File: src/rtl/gtc_pkg.sv
package gtc_pkg;

    typedef enum logic [1:0] {
        ST_HALT      = 2'd0,
        ST_GATE_WAIT = 2'd1,
        ST_ACTIVE    = 2'd2,
        ST_PARKED    = 2'd3
    } gtc_state_e;

    typedef enum logic [1:0] {
        MD_13  = 2'b00,
        MD_16  = 2'b01,
        MD_8R  = 2'b10,
        MD_OFF = 2'b11
    } gtc_mode_e;

    localparam logic [1:0] A_LO   = 2'd0;
    localparam logic [1:0] A_HI   = 2'd1;
    localparam logic [1:0] A_MODE = 2'd2;
    localparam logic [1:0] A_CTRL = 2'd3;

    // Mode nibble bit positions
    localparam int MB_GATE = 3;
    localparam int MB_SRC  = 2;

endpackage

File: src/rtl/gtc_sync.sv
module gtc_sync #(
    parameter int WIDTH  = 2,
    parameter int STAGES = 2
) (
    input  logic             clk,
    input  logic             rst_n,
    input  logic [WIDTH-1:0] din,
    output logic [WIDTH-1:0] dsync,
    output logic [WIDTH-1:0] dfall
);
    localparam int LAST = STAGES - 1;

    for (genvar b = 0; b < WIDTH; b++) begin : g_bit
        logic [STAGES:0] chain_q;

        always_ff @(posedge clk) begin
            if (!rst_n) begin
                chain_q <= '0;
            end else begin
                chain_q <= {chain_q[STAGES-1:0], din[b]};
            end
        end

        assign dsync[b] = chain_q[LAST];
        assign dfall[b] = chain_q[STAGES] & ~chain_q[LAST];
    end

endmodule

File: src/rtl/gtc_count.sv
module gtc_count
    import gtc_pkg::*;
#(
    parameter int BYTE_W = 8,
    parameter int PRE_W  = 5
) (
    input  logic              clk,
    input  logic              rst_n,
    input  logic              inc,
    input  gtc_mode_e         mode,
    input  logic              wr_lo,
    input  logic              wr_hi,
    input  logic [BYTE_W-1:0] wr_data,
    output logic [BYTE_W-1:0] lo_q,
    output logic [BYTE_W-1:0] hi_q,
    output logic              ovf
);
    localparam int W13 = BYTE_W + PRE_W;
    localparam int W16 = 2 * BYTE_W;
    localparam logic [W13:0]    ONE13 = 1;
    localparam logic [W16:0]    ONE16 = 1;
    localparam logic [BYTE_W:0] ONE8  = 1;

    logic              inc_eff;
    logic [BYTE_W-1:0] lo_d, hi_d;
    logic [W13:0]      sum13;
    logic [W16:0]      sum16;
    logic [BYTE_W:0]   sum8;

    // Register writes pre-empt the increment
    assign inc_eff = inc & ~(wr_lo | wr_hi);
    assign sum13   = {1'b0, hi_q, lo_q[PRE_W-1:0]} + ONE13;
    assign sum16   = {1'b0, hi_q, lo_q} + ONE16;
    assign sum8    = {1'b0, lo_q} + ONE8;

    always_comb begin
        lo_d = lo_q;
        hi_d = hi_q;
        ovf  = 1'b0;
        if (inc_eff) begin
            unique case (mode)
                MD_13: begin
                    lo_d[PRE_W-1:0] = sum13[PRE_W-1:0];
                    hi_d            = sum13[W13-1:PRE_W];
                    ovf             = sum13[W13];
                end
                MD_16: begin
                    lo_d = sum16[BYTE_W-1:0];
                    hi_d = sum16[W16-1:BYTE_W];
                    ovf  = sum16[W16];
                end
                MD_8R: begin
                    lo_d = sum8[BYTE_W] ? hi_q : sum8[BYTE_W-1:0];
                    ovf  = sum8[BYTE_W];
                end
                MD_OFF: begin
                    ovf = 1'b0;
                end
            endcase
        end
        if (wr_lo) lo_d = wr_data;
        if (wr_hi) hi_d = wr_data;
    end

    always_ff @(posedge clk) begin
        if (!rst_n) begin
            lo_q <= '0;
            hi_q <= '0;
        end else begin
            lo_q <= lo_d;
            hi_q <= hi_d;
        end
    end


    reload_from_hi_chk: assert property (@(posedge clk) disable iff (!rst_n)
        (inc && mode == MD_8R && (&lo_q) && !wr_lo && !wr_hi) |=> (lo_q == $past(hi_q)));


    write_wins_chk: assert property (@(posedge clk) disable iff (!rst_n)
        (wr_lo || wr_hi) |-> !ovf);


    mode_off_hold_chk: assert property (@(posedge clk) disable iff (!rst_n)
        (mode == MD_OFF && !wr_lo && !wr_hi) |=> ($stable(lo_q) && $stable(hi_q)));


    upper_bits_kept_chk: assert property (@(posedge clk) disable iff (!rst_n)
        (mode == MD_13 && !wr_lo) |=> (lo_q[BYTE_W-1:PRE_W] == $past(lo_q[BYTE_W-1:PRE_W])));

endmodule

File: src/rtl/gtc_channel.sv
module gtc_channel
    import gtc_pkg::*;
#(
    parameter int BYTE_W    = 8,
    parameter int PRE_W     = 5,
    parameter int SYNC_STGS = 2
) (
    input  logic              clk,
    input  logic              rst_n,
    input  logic              tick_i,
    input  logic              cnt_pin,
    input  logic              gate_pin,
    input  logic              irq_ack,
    input  logic              wr_en,
    input  logic [1:0]        wr_addr,
    input  logic [BYTE_W-1:0] wr_data,
    input  logic [1:0]        rd_addr,
    output logic [BYTE_W-1:0] rd_data,
    output logic              ovf_flag,
    output logic              ovf_pulse
);
    localparam int PIN_N = 2;

    gtc_state_e        state_q, state_d;
    logic [3:0]        mode_q;
    logic              run_q;
    logic              flag_q, pulse_q;
    logic [PIN_N-1:0]  pin_sync, pin_fall;
    logic              gate_s, cnt_fall;
    logic              count_en, event_hit, ovf;
    logic              wr_lo, wr_hi, wr_mode, wr_ctrl;
    logic [BYTE_W-1:0] lo_q, hi_q;

    gtc_sync #(.WIDTH(PIN_N), .STAGES(SYNC_STGS)) u_sync (
        .clk   (clk),
        .rst_n (rst_n),
        .din   ({gate_pin, cnt_pin}),
        .dsync (pin_sync),
        .dfall (pin_fall)
    );

    assign gate_s   = pin_sync[1];
    assign cnt_fall = pin_fall[0];

    assign wr_lo   = wr_en && (wr_addr == A_LO);
    assign wr_hi   = wr_en && (wr_addr == A_HI);
    assign wr_mode = wr_en && (wr_addr == A_MODE);
    assign wr_ctrl = wr_en && (wr_addr == A_CTRL);

    // Next-state selection
    always_comb begin
        if (!run_q)
            state_d = ST_HALT;
        else if (mode_q[1:0] == MD_OFF)
            state_d = ST_PARKED;
        else if (mode_q[MB_GATE] && !gate_s)
            state_d = ST_GATE_WAIT;
        else
            state_d = ST_ACTIVE;
    end

    always_ff @(posedge clk) begin
        if (!rst_n) state_q <= ST_HALT;
        else        state_q <= state_d;
    end

    // State outputs
    always_comb begin
        unique case (state_q)
            ST_HALT:      count_en = 1'b0;
            ST_GATE_WAIT: count_en = 1'b0;
            ST_ACTIVE:    count_en = 1'b1;
            ST_PARKED:    count_en = 1'b0;
        endcase
    end

    assign event_hit = mode_q[MB_SRC] ? cnt_fall : tick_i;

    gtc_count #(.BYTE_W(BYTE_W), .PRE_W(PRE_W)) u_count (
        .clk     (clk),
        .rst_n   (rst_n),
        .inc     (count_en & event_hit),
        .mode    (gtc_mode_e'(mode_q[1:0])),
        .wr_lo   (wr_lo),
        .wr_hi   (wr_hi),
        .wr_data (wr_data),
        .lo_q    (lo_q),
        .hi_q    (hi_q),
        .ovf     (ovf)
    );

    always_ff @(posedge clk) begin
        if (!rst_n) begin
            mode_q  <= '0;
            run_q   <= 1'b0;
            flag_q  <= 1'b0;
            pulse_q <= 1'b0;
        end else begin
            pulse_q <= ovf;
            if (wr_mode) mode_q <= wr_data[3:0];
            if (wr_ctrl) run_q  <= wr_data[0];
            if (ovf)
                flag_q <= 1'b1;
            else if (irq_ack || (wr_ctrl && wr_data[1]))
                flag_q <= 1'b0;
        end
    end

    always_comb begin
        unique case (rd_addr)
            A_LO:   rd_data = lo_q;
            A_HI:   rd_data = hi_q;
            A_MODE: rd_data = BYTE_W'(mode_q);
            A_CTRL: rd_data = BYTE_W'({flag_q, run_q});
        endcase
    end

    assign ovf_flag  = flag_q;
    assign ovf_pulse = pulse_q;


    pulse_sets_flag_chk: assert property (@(posedge clk) disable iff (!rst_n)
        ovf_pulse |-> ovf_flag);


    pulse_single_chk: assert property (@(posedge clk) disable iff (!rst_n)
        (ovf_pulse && mode_q[1:0] != MD_8R) |=> !ovf_pulse || $past(wr_lo || wr_hi) == 1'b0);


    halt_hold_chk: assert property (@(posedge clk) disable iff (!rst_n)
        (state_q == ST_HALT && !wr_lo && !wr_hi) |=> ($stable(lo_q) && $stable(hi_q)));


    gate_wait_hold_chk: assert property (@(posedge clk) disable iff (!rst_n)
        (state_q == ST_GATE_WAIT && !wr_lo && !wr_hi) |=> ($stable(lo_q) && $stable(hi_q)));


    reset_state_chk: assert property (@(posedge clk)
        !rst_n |=> (state_q == ST_HALT && !ovf_flag && !ovf_pulse));

endmodule

File: config.mk
export PLATFORM = sky130hd
export DESIGN_NAME = gtc_channel
export DESIGN_NICKNAME = d
export VERILOG_FILES = /design/src/rtl/gtc_pkg.sv /design/src/rtl/gtc_sync.sv /design/src/rtl/gtc_count.sv /design/src/rtl/gtc_channel.sv
export SDC_FILE = /design/constraint.sdc
export NUM_CORES = 1
export LEC_CHECK = 0
export BUFFER_PORTS_ARGS = -buffer_cell sky130_fd_sc_hd__buf_2
export CAP_MARGIN = 0
export CELL_PAD_IN_SITES_DETAIL_PLACEMENT = 1
export CELL_PAD_IN_SITES_GLOBAL_PLACEMENT = 2
export CORE_AREA = 8 8 82 84
export CTS_BUF_LIST = sky130_fd_sc_hd__clkbuf_8
export CTS_CLUSTER_DIAMETER = 100
export DETAILED_ROUTE_END_ITERATION = 10
export DIE_AREA = 0 0 90 92
export GPL_TIMING_DRIVEN = 0
export PLACE_DENSITY_LB_ADDON = 0.1
export SYNTH_ARGS = -nofsm -noshare
export SYNTH_HDL_FRONTEND = slang
export SYNTH_SLANG_ARGS = --single-unit
File: constraint.sdc
create_clock -name clk -period 5.5 [get_ports clk]
set_input_delay 0.275 -clock clk [delete_from_list [all_inputs] [get_ports clk]]
set_output_delay 0.275 -clock clk [all_outputs]
set_load 0.02 [all_outputs]
Word-level counts from Yosys, hierarchy flattened. Cells that the tools add are included. Widths: inputs -> output; s select.

$add $sub $neg: 3. Equality and inequality tests: 12. Mux-type cells: 17. Bitwise gates (word level): 6. Reductions and logical operators: 23.

Operators with widths (count): $mux 8 (5); $pmux 8 s4 (1); $add 16x1->17 const B (1); $eq 2x2->1 const B (8); $pmux 8 s2 (1); $pmux 5 s3 (1); $add 13x1->14 const B (1); $add 8x1->9 const B (1); $eq 2x1->1 const B (4); $logic_not 2->1 (4); $reduce_and 2->1 (4); $logic_and 1x1->1 (6); $pmux 3 s2 (1); $reduce_bool 2->1 (3); $reduce_bool 3->1 (2); $mux 1 (4); $mux 2 (2); $pmux 1 s4 (1); $reduce_bool 4->1 (1); $and 1x1->1 (3); $reduce_or 3->1 (1); $not 1->1 (2); $pmux 1 s2 (1); $logic_not 1->1 (1); other kinds (2) (2).

Bits in registers: 30. Input bits: 19. Output and inout bits: 10. Logic and storage cells: 71.

Depth between registers and ports, before layout.
Depth after elaboration: 7. Depth in mapped cells: 8. Gate-level depth less buffers: 7.

By module. A second synthesis with hierarchy kept.

Cells, all modules: 257. Area total of the unflattened synthesis: 2105.8 um^2.

Modules (own cells, without submodules): gtc_count (times used 1, cells an instance 184, area each 1381.3 um^2, sequential area each 320.3 um^2); gtc_channel (times used 1, cells an instance 57, area each 539.3 um^2, sequential area each 180.2 um^2); gtc_sync (times used 1, cells an instance 16, area each 185.2 um^2, sequential area each 120.1 um^2).

Worst setup path before layout. Ideal clock, no wire load.

Kind: flip-flop to flip-flop. Start: reg mode_q[1]. End: reg u_count.hi_q[5]. Library setup time: 74 ps. Arrival time: 1747 ps. Required time: 5426 ps. Setup slack: 3679 ps. Cell stages (with the launch flop): 9. Path buffers: 1. Period minus slack after synthesis: 1821 ps. Cell sequence: dfxtp_1 inv_1 ha_1 buf_2 nand4_1 o22ai_1 nand2_1 or4_1 a31oi_1.

Longest elaborated chain between the ends: 4. Elaborated cells on any way between the ends: 7. Classes of those cells: 1 x eq/ne; 3 x mux; 3 x reduce/logical.

RTL lines: from (decl) (line gtc_channel.sv:25) `logic [3:0] mode_q;`; from (signal assigned) (line gtc_channel.sv:100) `if (wr_mode) mode_q <= wr_data[3:0];`; $eq 2x1->1 or $logic_not 2->1 (tied branches) (line gtc_count.sv:41) `unique case (mode)`; $pmux 8 s2 (line gtc_count.sv:41); $mux 8 (line gtc_count.sv:40) `if (inc_eff) begin`; $mux 8 (line gtc_count.sv:62) `if (wr_hi) hi_d = wr_data;`; to (signal assigned) (line gtc_count.sv:71) `hi_q <= hi_d;`; to (decl) (line gtc_count.sv:15) `output logic [BYTE_W-1:0] hi_q,`.

Several ways; a longest one is shown, not always the timed one. The select of a mux whose other input is x is not followed. A chain may end at the register's enable or synchronous reset.

Worst setup path after layout.
Start: reg u_count.lo_q[0]. End: reg u_count.hi_q[6].

Longest elaborated chain between the ends: 4. Elaborated cells on any way between the ends: 5. Classes of those cells: 2 x add/sub; 3 x mux.

RTL lines: from (decl) (line gtc_count.sv:14) `output logic [BYTE_W-1:0] lo_q,`; from (signal assigned) (line gtc_count.sv:70) `lo_q <= lo_d;`; $add 16x1->17 or $add 13x1->14 (tied branches) (line gtc_count.sv:33, gtc_count.sv:32); $pmux 8 s2 (*) (line gtc_count.sv:41); $mux 8 (*) (line gtc_count.sv:40); $mux 8 (*) (line gtc_count.sv:62).

Every way passes the cells marked *; elsewhere a longest branch is shown, timed or not. The select of a mux whose other input is x is not followed.

==> results.cfg <==
[run_status]
outcome = finished clean

[sta]
drv_slew = 0
setup_slack_ns = 3.28
max_freq_mhz = 449
finalCritPeriodShare = 0.405
setup-violations-final = 0
slew_headroom = 0.501
hold_ws_ns = 0.193
worst_slew_pin_slew_ns = 0.744
clock_skew_ns = 0.00508
hold_viol_final = 0
rsz0062_at_grt = false
period_needed_ns = 2.22
tns_ns = 0

[synth]
synthArstFlopShare = 0
ys_ff_latch = 30
syn_area_um2 = 1940
synthAdderAreaFrac = 0.0322
syn_inst = 237
synth_compound_area_frac = 0.220
synth_area_per_cell_um2 = 8.19
synth_top_family_by_area = simple AND/OR/NAND/NOR gates
synth_edf_count = 0
ys_warn_count = 0
synthFlopType = dfxtp_1
ys_types = 51
seq_area_frac_synth = 0.309
yosys.area_share.simple = 0.266
synthMuxAreaShare = 0.101
syn-num-nets = 261
synthXorXnorAreaFrac = 0.0181

[grt]
first_global_vias = 1976
grt_max_degree = 11
grt.overflow.total = 0
antenna_found_initial = 0
grt_usage = 0.157
grt_pass1_wl_um = 10400

[worst_setup_path]
cp-end-kind = flop
crit_required_ns = 5.71
crit_fanout = 7
worst_ep_arrival_time_ns = 2.43
startpoint_type = flop
critPathKind = reg -> reg

[route]
drcViolationCount = 0
drt_wl_total_um = 6210
dr.pass1.iters = 4
wire_per_inst_um = 18.1
routed_via_density = 5.57
final_antenna_net_count = 0
drtIter0Drc = 111
vias = 1909

[clock_network]
clk_latency_ns = 0.28
cts_resized = 0
clockBufferDepth = 2
h-tree-depth = 2
clock_tree.root_cell = clkbuf_8
cts_tree = built
cts_made_buffers = 5
postCtsHoldBufs = 0
post_cts_buffers = 0
cts.sinks = 30
path_clk_slew_ns = 0.07

[place]
io_buffers = 26
place_inst = 335
gp_congestion = 0.831
dp_slack_ns = 3.33
hpwlAfterDp_um = 4820
placed_area_um2 = 2160

[cells_and_area]
nNetsFinal = 294
final_core_util = 0.426
finalNonFillerCells = 343
syn2layout_area_growth_pct = 18.7
stdcell_area_um2 = 2300
antenna_cells = 0
drive_gt1_frac = 0.177

[die]
die_h_um = 92
fp-row-count = 27
dieArea_um2 = 8280
core_area_um2 = 5410
die_w_um = 90
start_util = 0.359
ios = 29

[power]
power.density_nw_per_um2 = 250
vdd_ir_drop_max_mv = 0.120
total_power_uw = 576
p_leak_nw = 0.915

[run]
maxCapViolations = 0

[worst_hold_path]
hold_class = in -> reg
[worst paths after layout]
kind                                                  from                          to  slack (ns)  depth (start not counted)
worst max register to register             u_count.lo_q[0]             u_count.hi_q[6]        3.28                          7
worst max-delay path                       u_count.lo_q[0]             u_count.hi_q[6]        3.28                          7
worst min-delay path                              gate_pin  u_sync.g_bit[1].chain_q[0]        0.19                          2
worst min register to register  u_sync.g_bit[1].chain_q[0]  u_sync.g_bit[1].chain_q[1]        0.43                          1
[sequential cells by signal, summed over array words and instances (netlist names)]
register / cells
state_q: 2
u_count.lo_q: 8
u_count.hi_q: 8
ovf_flag: 1
mode_q: 4
ovf_pulse: 1
run_q: 1
u_sync.g_bit.chain_q: 5
[worst max-delay path: stages (launching register included)]
cell,delay (ns)
dfxtp_1,0.43
ha_1,0.17
clkbuf_1,0.29
nand4_1,0.31
o32ai_2,0.30
nand2_1,0.14
or3_1,0.37
a31oi_1,0.13
[routing by layer]
layer | vias to the layer above | GRT usage | share of wire
li1 | 945 | - | -
met1 | 928 | 0.204 | 0.47
met2 | 31 | 0.260 | 0.48
met3 | 5 | 0.0302 | 0.039
met4 | 0 | 0.0416 | 0.0082
met5 | - | 0 | 0
[area by class of cell]
type / instances / area (um2)
Fill cell: 680 / 3100
Clock buffer: 6 / 82.6
Sequential cell: 30 / 601
Inverter: 11 / 41.3
Buffer: 15 / 61.3
Timing Repair Buffer: 26 / 130
Multi-Input combinational cell: 181 / 1240
Tap cell: 72 / 90.1
Clock inverter: 2 / 60.1
[report_power, final]
group / internal, mW / total, mW / switching (mW)
registers: 0.224 / 0.232 / 0.00814
clock network: 0.193 / 0.285 / 0.0914
logic: 0.0226 / 0.0589 / 0.0363
total: 0.440 / 0.576 / 0.136
[cells in the mapped netlist (2+ instances only)]
master,instances,area (um2)
inv_1,11,41.3
ha_1,5,62.6
nand4_1,10,62.6
and3_1,3,18.8
and2_1,5,31.3
a2bb2oi_1,2,17.5
a41oi_1,2,17.5
mux2i_1,14,140
nand3_1,18,90.1
dfxtp_1,30,601
buf_2,3,15.0
a31oi_1,12,75.1
nand2b_1,3,18.8
or3_1,4,25.0
nor2b_1,2,12.5
and4_1,2,17.5
o21ai_0,7,35.0
a21oi_1,13,65.1
mux4_2,2,45.0
a41o_1,2,20.0
nand2_1,25,93.8
clkbuf_1,11,41.3
or4_1,2,15.0
nor2_1,20,75.1
xnor2_1,3,26.3
[placed cells by master, fill, tap and decap left out, types with 2 or more instances in the layout]
cell and n:
and2_1 5, nor2_1 20, nand2_1 25, or3_1 4, dfxtp_1 30, and4_1 2, or4_1 2, buf_2 29
nand2b_1 3, xnor2_1 3, clkbuf_1 11, inv_1 11, a31oi_1 12, clkbuf_8 6, mux4_2 2, a41oi_1 2
o21ai_0 7, bufinv_16 2, a41o_1 2, nand4_1 10, nor2b_1 2, a2bb2oi_1 2, mux2i_1 14, and3_1 3
ha_1 5, nand3_1 18, a21oi_1 13
[kinds of logic (layout without fill, tap and decap cells)]
family	after synthesis	after routing
xor+xnor	4	4
simple gates	99	99
mux	17	17
flops	30	30
compound gates	56	56
fa+ha+maj	5	5
buf+inv	26	60
Power figures use the tool's default switching activity.
